File: src/rtl/rpg_pkg.sv
package rpg_pkg;

    localparam logic [7:0] GUARD_POL_HIGH = 8'hA5;
    localparam logic [7:0] GUARD_POL_LOW  = 8'h5A;
    localparam logic [7:0] GUARD_DRV_PP   = 8'hA8;
    localparam logic [7:0] GUARD_DRV_OD   = 8'h8A;

    localparam int FIELD_NARROW = 8;
    localparam int FIELD_WIDE   = 20;
    localparam int DEFAULT_DUR  = 255;

    typedef enum logic [1:0] {POL_KEEP, POL_TO_HIGH, POL_TO_LOW} pol_cmd_e;
    typedef enum logic [1:0] {DRV_KEEP, DRV_TO_PP, DRV_TO_OD} drv_cmd_e;

    typedef struct packed {
        logic active_high;
        logic push_pull;
    } pad_mode_t;

    function automatic pol_cmd_e decode_pol(input logic [7:0] top);
        case (top)
            GUARD_POL_HIGH: return POL_TO_HIGH;
            GUARD_POL_LOW:  return POL_TO_LOW;
            default:        return POL_KEEP;
        endcase
    endfunction

    function automatic drv_cmd_e decode_drv(input logic [7:0] top);
        case (top)
            GUARD_DRV_PP: return DRV_TO_PP;
            GUARD_DRV_OD: return DRV_TO_OD;
            default:      return DRV_KEEP;
        endcase
    endfunction

endpackage

File: src/rtl/rpg_cfg_reg.sv
module rpg_cfg_reg
    import rpg_pkg::*;
#(
    parameter int FW = FIELD_WIDE
) (
    input  logic            clk,
    input  logic            rst,
    input  logic            wr_en,
    input  logic [31:0]     wr_data,
    output logic [FW-1:0]   dur_q,
    output pad_mode_t       mode_q
);
    localparam logic [FW-1:0] DUR_RESET = FW'(DEFAULT_DUR);

    pol_cmd_e pol_cmd;
    drv_cmd_e drv_cmd;
    logic     unused_mid_bits;

    assign pol_cmd         = decode_pol(wr_data[31:24]);
    assign drv_cmd         = decode_drv(wr_data[31:24]);
    assign unused_mid_bits = ^wr_data[23:FW];

    always_ff @(posedge clk) begin
        if (rst) begin
            dur_q              <= DUR_RESET;
            mode_q.active_high <= 1'b0;
            mode_q.push_pull   <= 1'b0;
        end else if (wr_en) begin
            dur_q <= wr_data[FW-1:0];
            if (pol_cmd == POL_TO_HIGH) mode_q.active_high <= 1'b1;
            else if (pol_cmd == POL_TO_LOW) mode_q.active_high <= 1'b0;
            if (drv_cmd == DRV_TO_PP) mode_q.push_pull <= 1'b1;
            else if (drv_cmd == DRV_TO_OD) mode_q.push_pull <= 1'b0;
        end
    end

    a_r3_guard_high: assert property (@(posedge clk) disable iff (rst)
        (wr_en && wr_data[31:24] == 8'hA5) |=> mode_q.active_high);
    a_r3_guard_low: assert property (@(posedge clk) disable iff (rst)
        (wr_en && wr_data[31:24] == 8'h5A) |=> !mode_q.active_high);
    a_r4_guard_od: assert property (@(posedge clk) disable iff (rst)
        (wr_en && wr_data[31:24] == 8'h8A) |=> !mode_q.push_pull);
    a_r5_mode_kept: assert property (@(posedge clk) disable iff (rst)
        (wr_en && wr_data[31:24] != 8'hA5 && wr_data[31:24] != 8'h5A &&
         wr_data[31:24] != 8'hA8 && wr_data[31:24] != 8'h8A) |=> $stable(mode_q));
    a_r5_dur_loaded: assert property (@(posedge clk) disable iff (rst)
        wr_en |=> dur_q == $past(wr_data[FW-1:0]));

endmodule

File: src/rtl/rpg_pulse_timer.sv
module rpg_pulse_timer
    import rpg_pkg::*;
#(
    parameter int FW = FIELD_WIDE
) (
    input  logic          clk,
    input  logic          rst,
    input  logic          tick,
    input  logic          trigger,
    input  logic [FW-1:0] dur,
    output logic          active
);
    logic [FW-1:0] left_q;

    always_ff @(posedge clk) begin
        if (rst) begin
            active <= 1'b0;
            left_q <= '0;
        end else if (trigger) begin
            active <= 1'b1;
            left_q <= dur;
        end else if (active && tick) begin
            if (left_q == '0) active <= 1'b0;
            else              left_q <= left_q - 1'b1;
        end
    end

    a_r7_start: assert property (@(posedge clk) disable iff (rst)
        trigger |=> active && left_q == $past(dur));
    a_r7_finish: assert property (@(posedge clk) disable iff (rst)
        (active && !trigger && tick && left_q == '0) |=> !active);
    a_r11_hold: assert property (@(posedge clk) disable iff (rst)
        (active && !trigger && !tick) |=> active && $stable(left_q));

endmodule

File: src/rtl/rst_pulse_gen.sv
module rst_pulse_gen
    import rpg_pkg::*;
#(
    parameter bit WIDE_FIELD = 1'b1
) (
    input  logic        clk,
    input  logic        rst,
    input  logic        cfg_we,
    input  logic [31:0] cfg_wdata,
    output logic [31:0] cfg_rdata,
    input  logic        tick_1us,
    input  logic        expire,
    output logic        pulse_out,
    output logic        pulse_oe
);
    localparam int FW = WIDE_FIELD ? FIELD_WIDE : FIELD_NARROW;
    localparam int PAD_ZEROS = 30 - FW;

    logic [FW-1:0] dur;
    pad_mode_t     mode;
    logic          active;

    rpg_cfg_reg #(.FW(FW)) u_cfg (
        .clk     (clk),
        .rst     (rst),
        .wr_en   (cfg_we),
        .wr_data (cfg_wdata),
        .dur_q   (dur),
        .mode_q  (mode)
    );

    rpg_pulse_timer #(.FW(FW)) u_timer (
        .clk     (clk),
        .rst     (rst),
        .tick    (tick_1us),
        .trigger (expire),
        .dur     (dur),
        .active  (active)
    );

    assign cfg_rdata = {mode.active_high, mode.push_pull, {PAD_ZEROS{1'b0}}, dur};
    assign pulse_out = active ? mode.active_high : ~mode.active_high;
    assign pulse_oe  = mode.push_pull | active;

    a_r10_od_float: assert property (@(posedge clk) disable iff (rst)
        (!cfg_rdata[30] && !active) |-> !pulse_oe);
    a_r9_level: assert property (@(posedge clk) disable iff (rst)
        active |-> pulse_out == cfg_rdata[31]);

endmodule

File: config.mk
export PLATFORM = sky130hd
export DESIGN_NAME = rst_pulse_gen
export DESIGN_NICKNAME = d
export VERILOG_FILES = /design/src/rtl/rpg_pkg.sv /design/src/rtl/rpg_cfg_reg.sv /design/src/rtl/rpg_pulse_timer.sv /design/src/rtl/rst_pulse_gen.sv
export SDC_FILE = /design/constraint.sdc
export NUM_CORES = 1
export LEC_CHECK = 0
export BUFFER_PORTS_ARGS = -buffer_cell sky130_fd_sc_hd__buf_2
export CORE_UTILIZATION = 55
export CTS_CLUSTER_DIAMETER = 60
export DETAILED_ROUTE_END_ITERATION = 7
export PLACE_DENSITY = 0.93
export SLEW_MARGIN = 20
export SYNTH_ARGS = -nofsm -noshare
export SYNTH_HDL_FRONTEND = slang
export SYNTH_HIERARCHICAL = 1
export SYNTH_SLANG_ARGS = --single-unit
File: constraint.sdc
create_clock -name clk -period 5.4 [get_ports clk]
set_input_delay 0.54 -clock clk [delete_from_list [all_inputs] [get_ports clk]]
set_output_delay 0.54 -clock clk [all_outputs]
set_load 0.01 [all_outputs]
==> flow_summary_export.csv <==
group,metric,value,unit
worst_setup_path,cp_max_fo,14,
clock_network,cts-hold-fix-buffers,0,
sta,clock_skew,0.00546,ns
placement,post-dp-hpwl,3490,um
drt,drc,0,
clock_network,cts-root-buf,"clkbuf_8",
yosys,synth_warnings,6,
floorplan,core_region_area,0.00380,mm2
global_routing,grt-ovfl-total,0,
yosys,synth_edf_count,0,
finish,insertedDiodeCount,0,
drt,viasPerCell,5.85,
clock_network,clock_sinks,43,
sta,fmax,391,MHz
power_and_ir_drop,p_leak,1.10,nW
finish,multi_input_area,0.00126,mm2
global_routing,grt_pass1_wl,7970,um
drt,wl_per_cell,14.1,um
floorplan,start_util,59.7,%
yosys,yosysSeqAreaShare,37.9,%
sta,grt_setup_unrepaired,"false",
clock_network,ctsResizeCount,0,
clock_network,cts_buffers,5,
finish,drive_gt1_share,23.7,%
drt,detail-route-antenna-nets,0,
drt,vias,2059,
yosys,yosysTopAreaCellShare,37.9,%
finish,n_fill_cell,294,
worst_setup_path,timing.rr.end,"u_timer/left_q[6]$_SDFFE_PP0P_",
worst_setup_path,crit_type,"register to register",
clock_network,cts_tree,"built",
power_and_ir_drop,power.density,270,mW/mm2
drt,firstDrtPassIters,4,
placement,numPortBuffers,56,
global_routing,antenna_found_initial,0,
finish,seq_area,861,um2
sta,hold_slack,0.448,ns
yosys,synth_top_area_cell,"dfxtp_1",
floorplan,ios,71,
worst_setup_path,crit_path_end,"u_timer/left_q[6]$_SDFFE_PP0P_",
min_path,hold_path_class,"primary input to register",
yosys,synthArstFlopShare,0,%
floorplan,die_area,0.00439,mm2
worst_setup_path,crit_path_end_kind,"register",
clock_network,postCtsSetupBuffers,0,
sta,period_needed,2.56,ns
sta,tightest_slew,0.882,ns
sta,fin_setup_tns,0,ns
yosys,ys_seq_elements,43,
min_path,hp-start,"cfg_wdata[5]",
yosys,netlist-cell-type-count,51,
drt,drt_iter0_markers,76,
worst_setup_path,regToRegStartpoint,"u_timer/left_q[0]$_SDFFE_PP0P_",
floorplan,die_h,66.2,um
sta,finalHoldViolCount,0,
sta,slew_viol_final,0,
global_routing,grt_pass1_vias,1786,
worst_setup_path,crit_path_start_kind,"register",
finish,areaGrowthSynthToFinish,14.3,%
finish,design.final.nets,344,
worst_setup_path,critical_path.startpoint,"u_timer/left_q[0]$_SDFFE_PP0P_",
run_status,status,"complete, no violations",
floorplan,rows,22,
sta,slew_headroom,41.2,%
sta,fin_crit_sh,47.4,%
yosys,yosys.cell_count.top_type,"dfxtp_1",
flow_run,drv_cap,0,
yosys,postSynthAreaPerCell,8.83,um2
clock_network,clockBufferDepth,2,
clock_network,h-tree-depth,2,
yosys,ys.flop_type,"dfxtp_1",
yosys,synthCells,257,
global_routing,track_usage,23.5,%
placement,gp_congestion,0.802,
worst_setup_path,required,5.56,ns
worst_setup_path,arrival,2.72,ns
clock_network,cts.clk_slew.worst_paths,0.08,ns
yosys,synthesis.area,0.00227,mm2
sta,finalSetupViolCount,0,
floorplan,die_w,66.2,um
yosys,synth_area_leaders,"dfxtp_1 38%, nor2_1 5.8%, mux2i_1 5.3%",
global_routing,grt_max_degree,47,
clock_network,insertion_delay,0.29,ns
power_and_ir_drop,ir_worst_vdd,0.000217,V
drt,drt-total-wl,4950,um
worst_setup_path,rrSetupSlack,2.84,ns
worst_setup_path,rr_worst_depth,6,
yosys,ys_top_cells_by_count,"43 x dfxtp_1, 35 x nor2_1, 12 x mux2i_1, 12 x nand2_1",
==> worst min path at each step <==
stage                                endpoint  slack [ns]  cells after the start
3_3_place_gp   u_timer/left_q[1]$_SDFFE_PP0P_        0.47                      2
6_report          u_cfg/dur_q[5]$_SDFFE_PP1P_        0.45                      2
2_1_floorplan  u_timer/left_q[0]$_SDFFE_PP0P_        0.47                      2
3_5_place_dp   u_timer/left_q[2]$_SDFFE_PP0P_        0.49                      2
4_1_cts           u_cfg/dur_q[5]$_SDFFE_PP1P_        0.45                      2
5_1_grt           u_cfg/dur_q[5]$_SDFFE_PP1P_        0.44                      2
==> sequential cells by signal (all words and copies together) (netlist names) <==
signal / cells
u_timer/active: 1
u_cfg/dur_q: 20
u_cfg/mode_q: 2
u_timer/left_q: 20
==> stage by stage <==
stage / power, mW / setup WS [ns] / utilization [%] / std cells / area, um2
2_1_floorplan: 0.452 / 3.32 / - / 266 / 2300
3_3_place_gp: 0.480 / 2.93 / 65.4 / 344 / 2490
3_5_place_dp: 0.485 / 2.87 / 65.4 / 344 / 2490
4_1_cts: 0.698 / 2.85 / 68.1 / 352 / 2590
5_1_grt: 0.731 / 2.74 / 68.2 / 352 / 2590
6_report: 0.700 / 2.84 / 68.2 / 352 / 2590
==> critical path, stage by stage (launching register included) <==
cell	delay [ns]
dfxtp_1	0.34
inv_1	0.11
ha_1	0.15
nor4b_1	0.62
a31oi_2	0.48
and4_1	0.34
a2111oi_0	0.39
==> cell usage in the layout, fill, tap and decap left out, types with 7 or more instances in the layout <==
cell type / count
nand2_1: 12
a211oi_1: 8
dfxtp_1: 43
buf_2: 56
inv_1: 9
clkbuf_8: 7
mux2i_1: 12
conb_1: 10
nor2b_1: 10
nor2_1: 35
a211o_1: 9
==> logic make-up (layout without fill, tap and decap cells) <==
| kind of cell | count (synthesis) | count (layout) | share of synthesized area, % |
|---|---|---|---|
| AND/OR/NAND/NOR | 109 | 109 | 27.5 |
| AO/OA/AOI/OAI | 48 | 48 | 16.6 |
| flip-flops | 43 | 43 | 37.9 |
| buffers and inverters | 35 | 73 | 8.38 |
| multiplexers | 12 | 12 | 5.30 |
| XOR/XNOR | 5 | 5 | 1.93 |
| adder cells (fa/ha/maj) | 4 | 4 | 2.21 |
| other | 1 | 10 | 0.165 |
==> cell type report <==
type / instances / share of cell area (%)
inverters: 9 / 1.30
multi-input cells: 188 / 48.5
well taps: 48 / 2.32
repair buffers: 56 / 10.8
flip-flops and latches: 43 / 33.2
clock buffers: 8 / 3.86
==> where the power goes <==
part,leakage [nW],switching [mW],internal [mW],total [mW]
Sequential,0.356,0.0203,0.338,0.359
Clock,0.0515,0.101,0.117,0.218
Combinational,0.690,0.0728,0.0505,0.123
==> layer usage <==
| layer | up-vias | GRT usage (%) | part of all wire [%] |
|---|---|---|---|
| met5 | - | 0 | 0 |
| met4 | 0 | 9.84 | 1.0 |
| met3 | 9 | 4.31 | 7.1 |
| met2 | 84 | 37.0 | 48 |
| met1 | 950 | 31.2 | 44 |
| li1 | 1016 | - | - |
(Power assumes the default switching activity.)
